File: src/rtl/piv_pkg.sv
package piv_pkg;
  parameter int CODE_W = 4;
  localparam int NUM_CODES = 1 << CODE_W;
  localparam int CNT_W = NUM_CODES - 1;
  parameter int ALIAS_ONE = 8;
  parameter int ALIAS_TWO = 9;

  typedef logic [CODE_W-1:0] code_t;
  typedef logic [CNT_W-1:0]  cnt_t;

  function automatic code_t effective_code(input code_t code);
    code_t e;
    case (code)
      code_t'(1): e = code_t'(ALIAS_ONE);
      code_t'(2): e = code_t'(ALIAS_TWO);
      default:    e = code;
    endcase
    return e;
  endfunction

  function automatic cnt_t boundary_mask(input code_t code);
    code_t e;
    cnt_t  m;
    e = effective_code(code);
    if (e == '0) m = '0;
    else         m = (cnt_t'(1) << (e - code_t'(1))) - cnt_t'(1);
    return m;
  endfunction
endpackage

File: src/rtl/piv_rate_decode.sv
module piv_rate_decode
  import piv_pkg::*;
(
  input  logic  [CODE_W-1:0] rate_code,
  input  logic               pie_en,
  input  logic               sqwe_en,
  output logic  [CNT_W-1:0]  mask,
  output logic               active
);
  assign mask   = boundary_mask(rate_code);
  assign active = (rate_code != '0) && (pie_en || sqwe_en);
endmodule

File: src/rtl/piv_ref_counter.sv
module piv_ref_counter
  import piv_pkg::*;
(
  input  logic             clk,
  input  logic             rst_n,
  input  logic             ref_tick,
  output logic [CNT_W-1:0] cnt_q,
  output logic [CNT_W-1:0] cnt_nxt
);
  assign cnt_nxt = cnt_q + cnt_t'(1);

  always_ff @(posedge clk) begin
    if (!rst_n)        cnt_q <= '0;
    else if (ref_tick) cnt_q <= cnt_nxt;
  end
endmodule

File: src/rtl/piv_tick_gen.sv
module piv_tick_gen
  import piv_pkg::*;
(
  input  logic             clk,
  input  logic             rst_n,
  input  logic             ref_tick,
  input  logic [CNT_W-1:0] cnt_nxt,
  input  logic [CNT_W-1:0] cnt_q,
  input  logic [CNT_W-1:0] mask,
  input  logic             active,
  input  logic             pie_en,
  input  logic             sqwe_en,
  output logic             boundary,
  output logic             per_tick,
  output logic             flag_set,
  output logic             sqw_pulse
);
  assign boundary = ref_tick && active && ((cnt_nxt & mask) == '0);

  always_ff @(posedge clk) begin
    if (!rst_n) begin
      per_tick  <= 1'b0;
      flag_set  <= 1'b0;
      sqw_pulse <= 1'b0;
    end else begin
      per_tick <= boundary;
      flag_set <= boundary && pie_en;
      if (ref_tick) sqw_pulse <= boundary && sqwe_en;
    end
  end

  AST_TICK_ALIGNED: assert property (@(posedge clk) disable iff (!rst_n)
    per_tick |-> ((cnt_q & $past(mask)) == '0));

  AST_SQW_FALLS_ON_REF: assert property (@(posedge clk) disable iff (!rst_n)
    $fell(sqw_pulse) |-> $past(ref_tick));

  AST_SQW_NEEDS_TICK: assert property (@(posedge clk) disable iff (!rst_n)
    $rose(sqw_pulse) |-> per_tick);
endmodule

File: src/rtl/piv_divider.sv
module piv_divider
  import piv_pkg::*;
(
  input  logic              clk,
  input  logic              rst_n,
  input  logic              ref_tick,
  input  logic [CODE_W-1:0] rate_code,
  input  logic              pie_en,
  input  logic              sqwe_en,
  output logic              per_tick,
  output logic              flag_set,
  output logic              sqw_pulse
);
  logic [CNT_W-1:0] cnt_q;
  logic [CNT_W-1:0] cnt_nxt;
  logic [CNT_W-1:0] mask;
  logic             active;
  logic             boundary;

  piv_rate_decode u_decode (
    .rate_code (rate_code),
    .pie_en    (pie_en),
    .sqwe_en   (sqwe_en),
    .mask      (mask),
    .active    (active)
  );

  piv_ref_counter u_count (
    .clk      (clk),
    .rst_n    (rst_n),
    .ref_tick (ref_tick),
    .cnt_q    (cnt_q),
    .cnt_nxt  (cnt_nxt)
  );

  piv_tick_gen u_tick (
    .clk       (clk),
    .rst_n     (rst_n),
    .ref_tick  (ref_tick),
    .cnt_nxt   (cnt_nxt),
    .cnt_q     (cnt_q),
    .mask      (mask),
    .active    (active),
    .pie_en    (pie_en),
    .sqwe_en   (sqwe_en),
    .boundary  (boundary),
    .per_tick  (per_tick),
    .flag_set  (flag_set),
    .sqw_pulse (sqw_pulse)
  );

  AST_TICK_ONE_WIDE: assert property (@(posedge clk) disable iff (!rst_n)
    per_tick |=> !per_tick);

  AST_FLAG_WITH_TICK: assert property (@(posedge clk) disable iff (!rst_n)
    flag_set |-> per_tick);

  AST_FLAG_NEEDS_PIE: assert property (@(posedge clk) disable iff (!rst_n)
    flag_set |-> $past(pie_en));

  AST_NO_TICK_CODE0: assert property (@(posedge clk) disable iff (!rst_n)
    per_tick |-> ($past(rate_code) != '0));

  AST_NO_TICK_DISABLED: assert property (@(posedge clk) disable iff (!rst_n)
    per_tick |-> ($past(pie_en) || $past(sqwe_en)));
endmodule

File: config.mk
export PLATFORM = sky130hd
export DESIGN_NAME = piv_divider
export DESIGN_NICKNAME = d
export VERILOG_FILES = /design/src/rtl/piv_pkg.sv /design/src/rtl/piv_rate_decode.sv /design/src/rtl/piv_ref_counter.sv /design/src/rtl/piv_tick_gen.sv /design/src/rtl/piv_divider.sv
export SDC_FILE = /design/constraint.sdc
export NUM_CORES = 1
export LEC_CHECK = 0
export BUFFER_PORTS_ARGS = -buffer_cell sky130_fd_sc_hd__buf_2
export CAP_MARGIN = 5
export CORE_MARGIN = 3
export CORE_UTILIZATION = 59
export CTS_CLUSTER_DIAMETER = 100
export DETAILED_ROUTE_END_ITERATION = 7
export GPL_TIMING_DRIVEN = 0
export PLACE_DENSITY = 0.91
export SLEW_MARGIN = 10
export SYNTH_ARGS = -nofsm -noshare
export SYNTH_HDL_FRONTEND = slang
export SYNTH_SLANG_ARGS = --single-unit
File: constraint.sdc
create_clock -name clk -period 2.35 [get_ports clk]
set_input_delay 0.47 -clock clk [delete_from_list [all_inputs] [get_ports clk]]
set_output_delay 0.47 -clock clk [all_outputs]
set_load 0.005 [all_outputs]
# Yosys cells after proc, flatten, opt, wreduce, memory -nomap -nowiden
# Cells that the tools add are included.
[totals]
input_bits = 9
ff_bits = 18
out_inout_bits = 3
[classes]
reduce_logical = 9
shift = 1
n_mux = 2
addsub = 3
bitwise_logic = 1
n_eq_ne = 2
[op_table]
columns = ["op", "count"]
rows = [
  ["$add A15 B1 Y15 const B", 1],
  ["$and A15 B15 Y15", 1],
  ["$logic_not A15 Y1", 1],
  ["$mux W15", 1],
  ["$shl A1 B4 Y15 const A", 1],
  ["$sub A15 B1 Y15 const B", 1],
  ["$pmux W4 S2", 1],
  ["$logic_and A1 B1 Y1", 5],
  ["$eq A4 B1 Y1 const B", 1],
  ["$eq A4 B2 Y1 const B", 1],
  ["$logic_not A4 Y1", 1],
  ["$reduce_bool A4 Y1", 1],
  ["$sub A4 B1 Y4 const B", 1],
  ["$logic_or A1 B1 Y1", 1],
]

# Logic depth before layout (Yosys ltp)
# Gate-level depths: netlist of the first run.
[depth]
word_depth = 10
mapped_depth = 8
depth_no_buf = 7

# By module
# Synthesis of the first run repeated with hierarchy kept, for this count alone.
[hier_totals]
hier_cells = 183
hier_area_um2 = 1435.1
[modules_own_cells]
columns = ["module", "n_inst", "seq_area_each_um2", "area_each_um2", "cells_per_inst"]
rows = [
  ["piv_ref_counter", 1, 300.3, 944.7, 113],
  ["piv_rate_decode", 1, 0.0, 312.8, 50],
  ["piv_tick_gen", 1, 60.1, 177.7, 20],
]

# Worst setup path before layout of the first run
# No wires, ideal clock.
[synth_timing]
path_kind = "register to register"
startpoint = "register u_count.cnt_q[0]"
endpoint = "register u_tick.sqw_pulse"
stages_incl_launch_ff = 8
path_buffers = 0
setup_time_ns = 0.135
arrival_time_ns = 1.744
path_slack_ns = 0.471
required_time_ns = 2.215
path_cell_list = "dfxtp_1 > ha_1 > nand3_2 > nor4_1 > xor2_1 > a22oi_1 > a31oi_1 > o22ai_1"
[synth_between]
elab_chain_cells = 5
[synth_lines]
columns = ["item", "line_no", "rtl"]
rows = [
  ["from (decl)", "piv_ref_counter.sv:7", "output logic [CNT_W-1:0] cnt_q,"],
  ["from (signal assigned)", "piv_ref_counter.sv:14", "else if (ref_tick) cnt_q <= cnt_nxt;"],
  ["$add A15 B1 Y15", "piv_ref_counter.sv:10", "assign cnt_nxt = cnt_q + cnt_t'(1);"],
  ["$and A15 B15 Y15", "piv_tick_gen.sv:18", "assign boundary = ref_tick && active && ((cnt_nxt & mask) == '0);"],
  ["$logic_not A15 Y1", "piv_tick_gen.sv:18", ""],
  ["$logic_and A1 B1 Y1", "piv_tick_gen.sv:18", ""],
  ["$logic_and A1 B1 Y1", "piv_tick_gen.sv:28", "if (ref_tick) sqw_pulse <= boundary && sqwe_en;"],
  ["to (signal assigned)", "piv_tick_gen.sv:28", ""],
  ["to (decl)", "piv_tick_gen.sv:16", "output logic sqw_pulse"],
]
# No other way between the ends.
# A chain may end at the register's enable or synchronous reset.

# Worst setup path in the final report of the first run
[layout_timing]
startpoint = "register u_count.cnt_q[1]"
endpoint = "register u_tick.sqw_pulse"
# Same word-level chain as after synthesis.

==> reports/results.tsv, run 1 <==
stage	metric	value	unit
worst_hold_path	hold_class	input port to register	
status	status	finished clean	
power	pwr-share-comb	0.153	
logic_synthesis	async_flop_share	0	
logic_synthesis	yosysTopAreaCellShare	0.2606	
floorplanning	fp-row-count	16	
drt	num_vias	1336	
place	numPortBuffers	10	
logic_synthesis	yosysWarnings	0	
timing	slew_viol_final	0	
finish	diodes	0	
clocking	clk_latency	310	ps
critical_path	crit_required	2540	ps
clocking	clk_path_buf_depth	2	
place	placed_area	1470	µm²
run	maxCapViolCount	0	
finish	design_area	1520	µm²
clocking	clk_pin_slew_worst_paths	110	ps
clocking	cts_tree	yes	
logic_synthesis	synth-edff-count	0	
timing	finalHoldViolations	0	
finish	final_core_util	0.7302	
clocking	cts_sinks	18	
timing	fmax	465.7	MHz
timing	finalSetupViolCount	0	
logic_synthesis	ys_ff_latch	18	
critical_path	crit_fanout	6	
global_routing	antenna_found_initial	0	
logic_synthesis	synth.most_common_cell	nand2_1	
timing	period_share	0.9137	
floorplanning	die_area	2960	µm²
logic_synthesis	yosysTopAreaCell	dfxtp_1	
logic_synthesis	ys.flop_type	dfxtp_1	
finish	fill_cells	150	
finish	drive_gt1_frac	0.1675	
logic_synthesis	syn_inst	176	
drt	drc	0	
clocking	cts-htree-levels	1	
logic_synthesis	syn_area_per_cell	7.856	µm²
power	sw_frac_of_total	0.2729	
floorplanning	die_h	54.41	µm
drt	drtIter0Drc	44	
power	ir_worst_vdd	0.4597	mV
drt	first_pass_iters	4	
power	p_int	0.0004434	W
place	gp_congestion	0.8199	
power	p_leak	0.5705	nW
floorplanning	boundaryPins	12	
logic_synthesis	ys_top_cells_by_area	dfxtp_1 26%, xor2_1 8.2%, xnor2_1 7.6%	
power	power_frac_seq	0.523	
global_routing	grt_pass1_wl	5395	µm
floorplanning	start_util	0.6641	
clocking	ctsHoldBuffers	0	
power	power.switching	0.0001664	W
global_routing	grt_overflow_total	0	
clocking	cts_inserted_buffers	3	
timing	fin_skew	4.868	ps
power	clkPwrFrac	0.325	
critical_path	critPathCaptureType	register	
logic_synthesis	synth_common_cells	21 x nand2_1, 18 x dfxtp_1, 14 x nor2_1	
timing	maxSlewHeadroom	0.6125	
global_routing	grt_max_degree	11	
logic_synthesis	seq_area_frac_synth	0.2606	
global_routing	grt_pass1_vias	1181	
timing	post-route-min-period	2147	ps
finish	fin_nets	203	
critical_path	critical_path_class	register to register	
drt	vias_per_cell	6.128	
critical_path	cp-start-kind	register	
timing	tightestPinTransition	576.0	ps
logic_synthesis	synth_area	1383	µm²
clocking	cts_root_buffer	clkbuf_4	
floorplanning	die_w	54.41	µm
global_routing	grt_use_total	0.2513	
logic_synthesis	ys_types	45	
drt	wirelength	3211	µm
drt	ant_nets	0	
finish	syn2layout_area_growth	9.955	%
power	p_per_area	401.1	nW/µm²
place	dp_hpwl	2393	µm
floorplanning	core	2082	µm²
critical_path	arrival	2330	ps
drt	wl_per_cell	14.73	µm
## cells in the final DEF (no fill, tap or decap), types with 3 or more instances in the layout
master and n:
a21oi_1 5, and2_1 11, buf_2 15, clkbuf_1 5
clkbuf_4 3, dfxtp_1 17, inv_1 3, nand2_1 21
nand3_1 5, nand4_1 4, nor2_1 14, nor2b_1 4
nor3_1 3, o21ai_0 6, o22ai_1 3, xnor2_1 12
xor2_1 13
## area by class of cell
cell class / count / area [µm²] / share of cell area
inverters: 3 / 11.26 / 0.007407
repair buffers: 10 / 50.05 / 0.03292
plain buffers: 11 / 51.30 / 0.03374
flip-flops and latches: 18 / 361.6 / 0.2379
multi-input cells: 145 / 975.9 / 0.6420
well taps: 27 / 33.78 / 0.02222
clock buffers: 4 / 36.28 / 0.02387
## per-layer routing
| metal | track usage | vias up | wire length [µm] |
|---|---|---|---|
| met5 | 0 | - | 0 |
| met4 | 0.08714 | 0 | 66 |
| met3 | 0.05722 | 7 | 169 |
| met2 | 0.4143 | 50 | 1591 |
| met1 | 0.3195 | 626 | 1384 |
| li1 | - | 653 | - |
## per-stage QoR
| stage | hold slack (ps) | setup slack, ps | std cells | total power [W] | setup TNS, ps |
|---|---|---|---|---|---|
| floorplan | 466.0 | 470.8 | 177 | 0.0003882 | 0 |
| global placement | 457.4 | 256.1 | 214 | 0.0004089 | 0 |
| detailed placement | 478.1 | 98.92 | 214 | 0.0004143 | 0 |
| CTS | 418.6 | 60.78 | 218 | 0.0006030 | 0 |
| global route | 427.4 | -5.880 | 218 | 0.0006277 | -5.880 |
| finish | 407.9 | 202.8 | 218 | 0.0006098 | 0 |
## power by group through the flow
stage          Sequential [W]  Clock, W  Combinational, W
2_1_floorplan        0.000324         0         0.0000645
3_3_place_gp         0.000324         0         0.0000847
3_5_place_dp         0.000325         0         0.0000891
4_1_cts              0.000318  0.000195         0.0000894
5_1_grt              0.000319  0.000205          0.000104
6_report             0.000319  0.000198         0.0000931
## cells by family after synthesis
| kind of cell | Yosys count | synth area share |
|---|---|---|
| AND/OR/NAND/NOR | 83 | 0.3412 |
| AO/OA/AOI/OAI | 32 | 0.1665 |
| XOR/XNOR | 25 | 0.1584 |
| flip-flops | 18 | 0.2606 |
| buffers and inverters | 14 | 0.04525 |
| adder cells (fa/ha/maj) | 2 | 0.01810 |
| other | 1 | 0.002712 |
| multiplexers | 1 | 0.007240 |
## state kept, by name (all words and copies together) (netlist names)
register,count
u_tick.per_tick,1
u_tick.flag_set,1
u_tick.sqw_pulse,1
u_count.cnt_q,15
## final timing paths
| kind | startpoint | to | slack [ps] | depth (start not counted) |
|---|---|---|---|---|
| worst max register to register | u_count.cnt_q[1] | u_tick.sqw_pulse | 200 | 7 |
| worst min register to register | u_tick.sqw_pulse | u_tick.sqw_pulse | 490 | 2 |
| worst max-delay path | u_count.cnt_q[1] | u_tick.sqw_pulse | 200 | 7 |
| worst min-delay path | pie_en | u_tick.flag_set | 410 | 2 |
## critical path, cell delays in order (launching register included)
cell and delay [ps]:
dfxtp_1 480, ha_1 310, nand3_2 190, nor3_1 330, xor2_1 180, a22oi_1 110
a31oi_1 290, o22ai_1 120
## timing repair
item                                   4_1_cts  5_1_grt
buffers inserted                             0        0
resized for setup                            0        3
setup endpoints to repair                    0        3
endpoints found under the hold margin        0        0
(Power assumes the default switching activity.)
==> run 2, diff against run 1 <==
- CORE_MARGIN: 3 -> not set
- SYNTH_HIERARCHICAL: not set -> 1
==> run 2 against run 1 <==
  * Setup slack got worse by 41 ps
  * Non-clock buffer count increased by 5
  * Clock skew increased by 0.90 ps
  * Flip-flop and latch count unchanged
  * Sequential share of layout area decreased by 0.91 points
  * Routed wire length increased by 0.59%
  * Design area increased by 3.6%
  * Die area decreased by 11%
  * Clock power decreased by 25%
  * Critical path type unchanged
  * Largest cell class unchanged
  * Highest routed layer unchanged
==> reports/results.tsv, run 2 <==
stage	metric	value	unit
logic_synthesis	synth_common_cells	18 x dfxtp_1, 18 x nor2_1, 17 x nand2_1	
finish	fin_nets	212	
logic_synthesis	synth-edff-count	0	
critical_path	crit_chain	ha_2 -> nand3_2 -> nor3_2 -> xnor2_1 -> a22oi_1 -> nand4_1 -> nor4_4 -> a31o_2	
timing	post-route-min-period	2188	ps
floorplanning	start_util	0.6365	
critical_path	crit_required	2590	ps
critical_path	r2r-end	u_tick/sqw_pulse	
clocking	cts_inserted_buffers	3	
floorplanning	die_w	51.32	µm
critical_path	r2r_cells	8	
place	placed_cells	223	
clocking	clk_pin_slew_worst_paths	100	ps
drt	drtIter0Drc	60	
global_routing	grt_use_total	0.2632	
logic_synthesis	syn_inst	183	
global_routing	grt_pass1_wl	5181	µm
place	dp_hpwl	2383	µm
global_routing	grt_pass1_vias	1196	
power	sw_frac_of_total	0.2721	
timing	maxSlewHeadroom	0.6207	
timing	rsz0062_at_grt	false	
place	numPortBuffers	11	
finish	fill_cells	192	
finish	stdcell_count	227	
logic_synthesis	ys.flop_type	dfxtp_1	
drt	drc	0	
worst_hold_path	hold_end	u_tick/flag_set	
worst_hold_path	hold_class	input port to register	
clocking	clk_path_buf_depth	2	
critical_path	cp-start-kind	register	
logic_synthesis	seq_area_frac_synth	0.2511	
logic_synthesis	yosysTopAreaCellShare	0.2511	
critical_path	critPathCaptureType	register	
clocking	cts_sinks	18	
floorplanning	die_area	2634	µm²
logic_synthesis	synth_area	1435	µm²
timing	fmax	457.1	MHz
finish	largest_reg_flops	15	
logic_synthesis	syn_area_per_cell	7.842	µm²
floorplanning	boundaryPins	12	
critical_path	crit_family	simple AND/OR/NAND/NOR gates	
timing	tightestPinTransition	563.8	ps
critical_path	critPathBufInv	0	
critical_path	crit_start	u_count/cnt_q[0]	
critical_path	slowest_stage	dfxtp_1	
worst_hold_path	min_path_cells	2	
global_routing	antenna_found_initial	0	
power	p_int	0.0004165	W
drt	vias_per_cell	6.093	
power	pwr-share-comb	0.189	
finish	final_common_cell	buf_2	
global_routing	grt_overflow_total	0	
finish	syn2layout_area_growth	9.765	%
logic_synthesis	async_flop_share	0	
critical_path	critical_path_class	register to register	
logic_synthesis	ys_ff_latch	18	
logic_synthesis	ys_types	46	
place	gp_congestion	0.9582	
drt	ant_nets	0	
timing	fin_skew	5.767	ps
clocking	cts_tree	yes	
finish	drive_gt1_frac	0.2060	
critical_path	crit_fanout	8	
run	maxCapViolCount	0	
status	status	finished clean	
timing	slew_viol_final	0	
power	p_total	0.0005722	W
timing	finalSetupViolCount	0	
finish	mostFrequentLayoutCells	20 x buf_2, 18 x nor2_1, 18 x dfxtp_1	
power	p_leak	0.6534	nW
clocking	cts_root_buffer	clkbuf_4	
drt	wirelength	3230	µm
critical_path	cp.depth	8	
power	power.switching	0.0001557	W
critical_path	critical-path-max-stage-delay	450	ps
timing	finalSetupTns	0	ps
power	clkPwrFrac	0.259	
finish	diodes	0	
clocking	cts-htree-levels	1	
power	power_frac_seq	0.552	
worst_hold_path	worstHoldStart	pie_en	
critical_path	reg2reg_slack	160	ps
floorplanning	die_h	51.32	µm
finish	largest-register	u_count/cnt_q	
logic_synthesis	ys_top_cells_by_area	dfxtp_1 25%, xor2_1 7.3%, nor2_1 4.7%	
logic_synthesis	yosysTopAreaCell	dfxtp_1	
global_routing	grt_max_degree	12	
critical_path	reg2reg_from	u_count/cnt_q[0]	
timing	period_share	0.9310	
drt	wl_per_cell	14.23	µm
floorplanning	fp-row-count	17	
timing	finalHoldViolations	0	
critical_path	arrival	2430	ps
floorplanning	core	2255	µm²
clocking	clk_latency	290	ps
drt	num_vias	1383	
power	ir_worst_vdd	0.3660	mV
logic_synthesis	yosysWarnings	6	
drt	first_pass_iters	4	
power	p_per_area	363.2	nW/µm²
-- run 2: power by group through the flow --
stage	clock network (W)	logic [W]	registers, W
after global placement	0	0.0000961	0.000322
after CTS	0.000155	0.000101	0.000316
after floorplan	0	0.0000716	0.000322
final	0.000148	0.000108	0.000316
after detailed placement	0	0.000101	0.000323
after global routing	0.000171	0.000119	0.000317
-- run 2: layout make-up --
class	instances	area, µm²	area share
multi-input cells	146	989.7	0.6283
flip-flops and latches	18	360.3	0.2288
plain buffers	14	82.58	0.05242
repair buffers	12	62.56	0.03971
well taps	28	35.03	0.02224
clock buffers	3	22.52	0.01430
inverters	6	22.52	0.01430
-- run 2: worst register-to-register path, delay by kind of cell, from the launching register on --
kind / cells / cell delay, ps
simple gates: 4 / 950
flops: 1 / 450
compound gates: 2 / 380
fa+ha+maj: 1 / 280
xor+xnor: 1 / 90
-- run 2: routing by layer --
metal	vias up	track usage	wire [µm]
met5	-	0	0
met4	0	0.1306	54
met3	8	0.02976	100
met2	37	0.4232	1538
met1	644	0.3459	1537
li1	694	-	-
-- run 2: worst max-delay path by stage --
stage	slack (ps)	to
finish	160	u_tick/sqw_pulse
floorplan	420	u_tick/sqw_pulse
global route	50	u_tick/flag_set
CTS	100	u_tick/sqw_pulse
detailed placement	140	u_tick/sqw_pulse
global placement	220	u_tick/flag_set
-- run 2: metrics by stage --
step                      instance area (µm²)  utilization  hold slack (ps)  setup WS, ps
after floorplan                          1439            -            454.4         415.7
after global placement                   1529       0.6781            463.9         221.3
after detailed placement                 1529       0.6781            479.8         140.3
after CTS                                1551       0.6881            407.1         97.79
after global routing                     1575       0.6987            408.9         53.49
final                                    1575       0.6987            414.3         162.3
-- run 2: logic make-up after synthesis --
| kind of cell | Yosys count | synth area share |
|---|---|---|
| simple gates | 81 | 0.3339 |
| compound gates | 38 | 0.1770 |
| buf+inv | 20 | 0.07323 |
| xor+xnor | 19 | 0.1160 |
| flops | 18 | 0.2511 |
| mux | 4 | 0.02877 |
| fa+ha+maj | 2 | 0.01743 |
| other cells | 1 | 0.002613 |
-- run 2: timing repair --
item	4_1_cts	5_1_grt
gates resized for setup	0	3
setup endpoints to repair	0	3
hold buffers	0	0
setup buffers	0	1
